**src/rtl/ple_pkg.sv**
```systemverilog
package ple_pkg;
  localparam int HALF_W      = 5;
  localparam int NIB_W       = HALF_W - 1;
  localparam int GROUP_W     = HALF_W + 1;
  localparam int FRAME_W     = 2 * GROUP_W;
  localparam int NARROW_BITS = 2 * HALF_W;
  localparam int WIDE_BITS   = FRAME_W;
  localparam int CNT_W       = $clog2(FRAME_W);

  // 4B/5B data group for one nibble
  function automatic logic [HALF_W-1:0] code_4b5b(input logic [NIB_W-1:0] n);
    logic [HALF_W-1:0] g;
    case (n)
      4'h0: g = 5'h1E;
      4'h1: g = 5'h09;
      4'h2: g = 5'h14;
      4'h3: g = 5'h15;
      4'h4: g = 5'h0A;
      4'h5: g = 5'h0B;
      4'h6: g = 5'h0E;
      4'h7: g = 5'h0F;
      4'h8: g = 5'h12;
      4'h9: g = 5'h13;
      4'hA: g = 5'h16;
      4'hB: g = 5'h17;
      4'hC: g = 5'h1A;
      4'hD: g = 5'h1B;
      4'hE: g = 5'h1C;
      default: g = 5'h1D;
    endcase
    return g;
  endfunction

  // extra bit that makes the 6-bit group weight odd
  function automatic logic odd_fill(input logic [HALF_W-1:0] h);
    return ~(^h);
  endfunction

  function automatic logic [CNT_W-1:0] last_index(input logic wide);
    return wide ? CNT_W'(WIDE_BITS - 1) : CNT_W'(NARROW_BITS - 1);
  endfunction
endpackage

```
**src/rtl/ple_group_coder.sv**
```systemverilog
module ple_group_coder
  import ple_pkg::*;
(
  input  logic               wide,
  input  logic               bypass,
  input  logic               valid,
  input  logic [HALF_W-1:0]  half,
  output logic [GROUP_W-1:0] group
);
  // group is left-aligned; in narrow mode the LSB is unused
  always_comb begin
    if (!valid) begin
      group = wide ? {GROUP_W{1'b1}} : {{HALF_W{1'b1}}, 1'b0};
    end else if (bypass) begin
      group = {half, 1'b0};
    end else if (wide) begin
      group = {half, odd_fill(half)};
    end else begin
      group = {code_4b5b(half[NIB_W-1:0]), 1'b0};
    end
  end
endmodule

```
**src/rtl/ple_frame_shifter.sv**
```systemverilog
module ple_frame_shifter
  import ple_pkg::*;
(
  input  logic               clk,
  input  logic               rst_n,
  input  logic [FRAME_W-1:0] load_word,
  input  logic               load_wide,
  output logic               bit_now,
  output logic               frame_last,
  output logic [CNT_W-1:0]   bit_cnt
);
  logic [FRAME_W-1:0] shreg;
  logic [CNT_W-1:0]   cnt_last;

  assign bit_now    = shreg[FRAME_W-1];
  assign frame_last = (bit_cnt == cnt_last);

  always_ff @(posedge clk or negedge rst_n) begin
    if (!rst_n) begin
      shreg    <= '0;
      bit_cnt  <= '0;
      cnt_last <= '0;
    end else if (frame_last) begin
      shreg    <= load_word;
      bit_cnt  <= '0;
      cnt_last <= last_index(load_wide);
    end else begin
      shreg    <= {shreg[FRAME_W-2:0], 1'b0};
      bit_cnt  <= bit_cnt + 1'b1;
    end
  end
endmodule

```
**src/rtl/ple_nrzi.sv**
```systemverilog
module ple_nrzi (
  input  logic clk,
  input  logic rst_n,
  input  logic bit_in,
  output logic line
);
  always_ff @(posedge clk or negedge rst_n) begin
    if (!rst_n) line <= 1'b0;
    else        line <= line ^ bit_in;
  end
endmodule

```
**src/rtl/pair_line_encoder.sv**
```systemverilog
module pair_line_encoder
  import ple_pkg::*;
#(
  parameter int CHAR_W = 2 * HALF_W
) (
  input  logic              clk,
  input  logic              rst_n,
  input  logic              wide_mode,
  input  logic              bypass,
  input  logic              char_valid,
  input  logic [CHAR_W-1:0] char_data,
  output logic              load_strobe,
  output logic              line_out
);
  localparam int N_GROUPS = 2;

  logic [GROUP_W-1:0] grp [N_GROUPS];
  logic [FRAME_W-1:0] frame_word;
  logic               bit_now;
  logic               frame_last;
  logic [CNT_W-1:0]   bit_cnt;

  // index 1 is the high half, index 0 the low half
  for (genvar g = 0; g < N_GROUPS; g++) begin : g_half
    logic [HALF_W-1:0] half_in;
    assign half_in = (wide_mode || bypass) ? char_data[g*HALF_W +: HALF_W]
                                           : {1'b0, char_data[g*NIB_W +: NIB_W]};
    ple_group_coder u_coder (
      .wide   (wide_mode),
      .bypass (bypass),
      .valid  (char_valid),
      .half   (half_in),
      .group  (grp[g])
    );
  end

  assign frame_word = wide_mode ? {grp[1], grp[0]}
                                : {grp[1][GROUP_W-1:1], grp[0][GROUP_W-1:1], 2'b00};

  ple_frame_shifter u_shift (
    .clk        (clk),
    .rst_n      (rst_n),
    .load_word  (frame_word),
    .load_wide  (wide_mode),
    .bit_now    (bit_now),
    .frame_last (frame_last),
    .bit_cnt    (bit_cnt)
  );

  ple_nrzi u_nrzi (
    .clk    (clk),
    .rst_n  (rst_n),
    .bit_in (bit_now),
    .line   (line_out)
  );

  assign load_strobe = frame_last;
endmodule

```
**config.mk**
```make
export PLATFORM = sky130hd
export DESIGN_NAME = pair_line_encoder
export DESIGN_NICKNAME = d
export VERILOG_FILES = /design/src/rtl/ple_pkg.sv /design/src/rtl/ple_group_coder.sv /design/src/rtl/ple_frame_shifter.sv /design/src/rtl/ple_nrzi.sv /design/src/rtl/pair_line_encoder.sv
export SDC_FILE = /design/constraint.sdc
export NUM_CORES = 1
export LEC_CHECK = 0
export ABC_CLOCK_PERIOD_IN_PS = 2810
export BUFFER_PORTS_ARGS = -buffer_cell sky130_fd_sc_hd__buf_2
export CAP_MARGIN = 10
export CORE_MARGIN = 4
export CORE_UTILIZATION = 30
export CTS_BUF_LIST = sky130_fd_sc_hd__clkbuf_2 sky130_fd_sc_hd__clkbuf_4 sky130_fd_sc_hd__clkbuf_8
export DETAILED_ROUTE_END_ITERATION = 6
export PLACE_DENSITY = 0.52
export SYNTH_ARGS = -nofsm -noshare
export SYNTH_HDL_FRONTEND = slang
export SYNTH_SLANG_ARGS = --single-unit
```
**constraint.sdc**
```tcl
create_clock -name clk -period 2.81 [get_ports clk]
set_input_delay 0.4215 -clock clk [delete_from_list [all_inputs] [get_ports clk]]
set_output_delay 0.4215 -clock clk [all_outputs]
set_load 0.02 [all_outputs]
```
==> impl_metrics.py <==
metrics = {
    "placed_design": {
        "hpwlAfterDp_microns": 1750,
        "gp_congestion": 0.830,
        "portBuffers": 16,
    },
    "power_and_ir_drop": {
        "ir_drop_mv": 0.162,
        "power.density_nw_per_um2": 651,
        "leakagePower_nw": 0.567,
    },
    "final_layout": {
        "finish.utilization_pct": 36.5,
        "nets": 149,
        "final_cell_mix": "dfrtp_1, buf_2, nor2_1",
        "syn2layout_area_growth_pct": 13.8,
        "diodes": 0,
        "final_common_cell": "dfrtp_1",
        "drive_above_1_share_pct": 22.5,
        "nFillCells": 390,
    },
    "global_route": {
        "grt_pass1_wl_microns": 3930,
        "grt_use_total_pct": 11.2,
        "grt_pass1_vias": 859,
        "antenna_found_initial": 0,
        "grt.overflow.total": 0,
        "grt_max_degree": 20,
    },
    "route": {
        "ant_nets": 0,
        "post_drt_via_cell_ratio": 5.06,
        "drcViolationCount": 0,
        "drt-total-wl_microns": 2270,
        "drt_iter0_drc": 44,
        "dr.pass1.iters": 4,
        "via_count": 886,
        "wl_per_cell_microns": 13.0,
    },
    "sta": {
        "rsz0062_at_grt": "false",
        "min_period_ns": 2.26,
        "maxSlewViolCount": 0,
        "timing.slew.headroom_pct": 72.2,
        "period_share_pct": 80.5,
        "finalHoldViolations": 0,
        "clock_skew_ns": 0.00160,
        "worst_slew_pin_slew_ns": 0.417,
        "setup_violations": 0,
        "fmax_mhz": 442,
        "finalSetupTns_ns": 0,
    },
    "synth": {
        "syn_nets": 136,
        "syn-cell-area_sq_um": 1110,
        "ys_types": 38,
        "avgSynthCellArea_sq_um": 9.52,
        "synth_top_area_share_pct": 42.7,
        "yosysWarnings": 0,
        "synth_top_cell_by_area": "dfrtp_1",
        "ys_seq_area_share_pct": 42.7,
        "synth_cells": 117,
        "synthTopCellsByArea": "dfrtp_1, nor2_1, ha_1, o21ai_0, xnor2_1",
        "ys_ff_latch": 19,
    },
    "cts": {
        "hold_buffers": 0,
        "clock_latency_ns": 0.25,
        "root_buffer": "clkbuf_8",
        "clock-sinks": 19,
        "clk_path_buf_depth": 2,
        "post-cts-setup-buffers": 0,
        "cts_buffers": 3,
        "cts_tree": "built",
        "htreeDepth": 1,
        "cts_resized": 0,
        "path_clk_slew_ns": 0.07,
    },
    "floorplan": {
        "ioPinCount": 17,
        "num_rows": 21,
        "fp.dieH_microns": 68.9,
        "dieArea_sq_um": 4750,
        "die_x_microns": 68.9,
        "initial_core_util_pct": 32.1,
        "coreArea_sq_um": 3470,
    },
    "critical_path": {
        "endpoint_kind": "output port",
        "r2r_slack_ns": 0.92,
        "crit_type": "flip-flop to output port",
        "worstReg2RegEnd": "u_shift.shreg[1]",
        "cp_cell_sequence": "or3_1, a211oi_2, buf_4, buf_2",
        "crit_path_start_kind": "flip-flop",
        "cp_slowest_stage_delay_ns": 0.42,
        "reg2reg_from": "u_shift.bit_cnt[0]",
        "reg2reg_depth": 4,
        "cp.arrival_ns": 1.84,
        "crit_required_ns": 2.39,
        "cp_max_fo": 12,
        "slowest_stage": "dfrtp_1",
    },
    "min_path": {
        "hold_path.class": "input pin to async pin",
    },
    "run_status": {
        "status": "finished clean",
    },
    "run": {
        "maxCapViolCount": 0,
    },
}
## per-layer routing
metal	routed length [microns]	up-vias	global-route usage (%)
met5	0	-	0
met3	82	4	1.94
li1	-	439	-
met1	1150	427	15.4
met4	28	0	5.11
met2	1010	16	17.0
## critical path: cells and delay by family, from the launching register on
kind | cells | cell delay, ns
AND/OR/NAND/NOR | 1 | 0.37
buffers and inverters | 2 | 0.42
flip-flops | 1 | 0.42
AO/OA/AOI/OAI | 1 | 0.38
## report_power, final
group | switching (mW) | internal [mW] | total (mW)
combinational | 0.103 | 0.102 | 0.205
clock | 0.0866 | 0.110 | 0.197
sequential | 0.0499 | 0.373 | 0.423
total | 0.240 | 0.586 | 0.825
## how the worst max path moves through the flow
stage	startpoint	cells after the start	end	slack [ns]
2_1_floorplan	wide_mode	8	u_shift.shreg[6]	0.69
3_3_place_gp	wide_mode	8	u_shift.shreg[6]	0.58
3_5_place_dp	wide_mode	8	u_shift.shreg[6]	0.53
4_1_cts	u_shift.bit_cnt[0]	4	load_strobe	0.52
5_1_grt	u_shift.bit_cnt[0]	4	load_strobe	0.38
6_report	u_shift.bit_cnt[0]	4	load_strobe	0.55
## sequential cells by signal (all words and copies together), names as in the netlist
| signal | cells |
|---|---|
| u_nrzi.line | 1 |
| u_shift.bit_cnt | 4 |
| u_shift.cnt_last | 2 |
| u_shift.shreg | 12 |
## stage by stage
stage               hold slack (ns)  area [sq um]  power (mW)  setup WS [ns]  std cells
global placement              0.372          1220       0.630          0.577        171
CTS                           0.106          1270       0.837          0.519        175
global route                  0.129          1270       0.889          0.378        175
floorplan                     0.126          1110       0.575          0.694        117
finish                       0.0926          1270       0.825          0.547        175
detailed placement            0.384          1220       0.638          0.528        171
## synthesized netlist by cell type
| cell | number |
|---|---|
| a211oi_2 | 1 |
| a21boi_0 | 2 |
| a21oi_1 | 4 |
| a221oi_1 | 2 |
| a31oi_1 | 4 |
| a41oi_1 | 1 |
| and3_1 | 1 |
| buf_2 | 2 |
| buf_4 | 2 |
| clkbuf_1 | 6 |
| dfrtp_1 | 19 |
| ha_1 | 4 |
| inv_1 | 5 |
| mux2_2 | 3 |
| mux2i_1 | 2 |
| nand2_1 | 3 |
| nand2b_1 | 1 |
| nand3_1 | 2 |
| nand4_1 | 1 |
| nor2_1 | 14 |
| nor2_2 | 1 |
| nor2b_1 | 3 |
| nor3_1 | 3 |
| nor3b_1 | 1 |
| nor4_1 | 1 |
| o21a_1 | 1 |
| o21ai_0 | 9 |
| o221a_2 | 1 |
| o22a_1 | 1 |
| o22ai_1 | 2 |
| o311a_1 | 1 |
| o311ai_1 | 1 |
| o31ai_1 | 1 |
| or2_2 | 1 |
| or3_1 | 2 |
| xnor2_1 | 4 |
| xnor3_1 | 1 |
| xor2_1 | 4 |
## area by class of cell
type	count	area [sq um]	area share [%]
multi-input combinational	83	572	45.1
sequential	19	475	37.5
timing repair buffer	18	95.1	7.50
tap	46	57.6	4.54
clock buffer	4	48.8	3.85
inverter	5	18.8	1.48
## cells by family after synthesis
kind of cell / synth area share [%]
AO/OA/AOI/OAI: 18.9
XOR/XNOR: 8.31
adder cells (fa/ha/maj): 4.49
buffers and inverters: 5.95
flip-flops: 42.7
multiplexers: 4.83
AND/OR/NAND/NOR: 14.8
No activity file was read; power rests on OpenSTA's default activity.
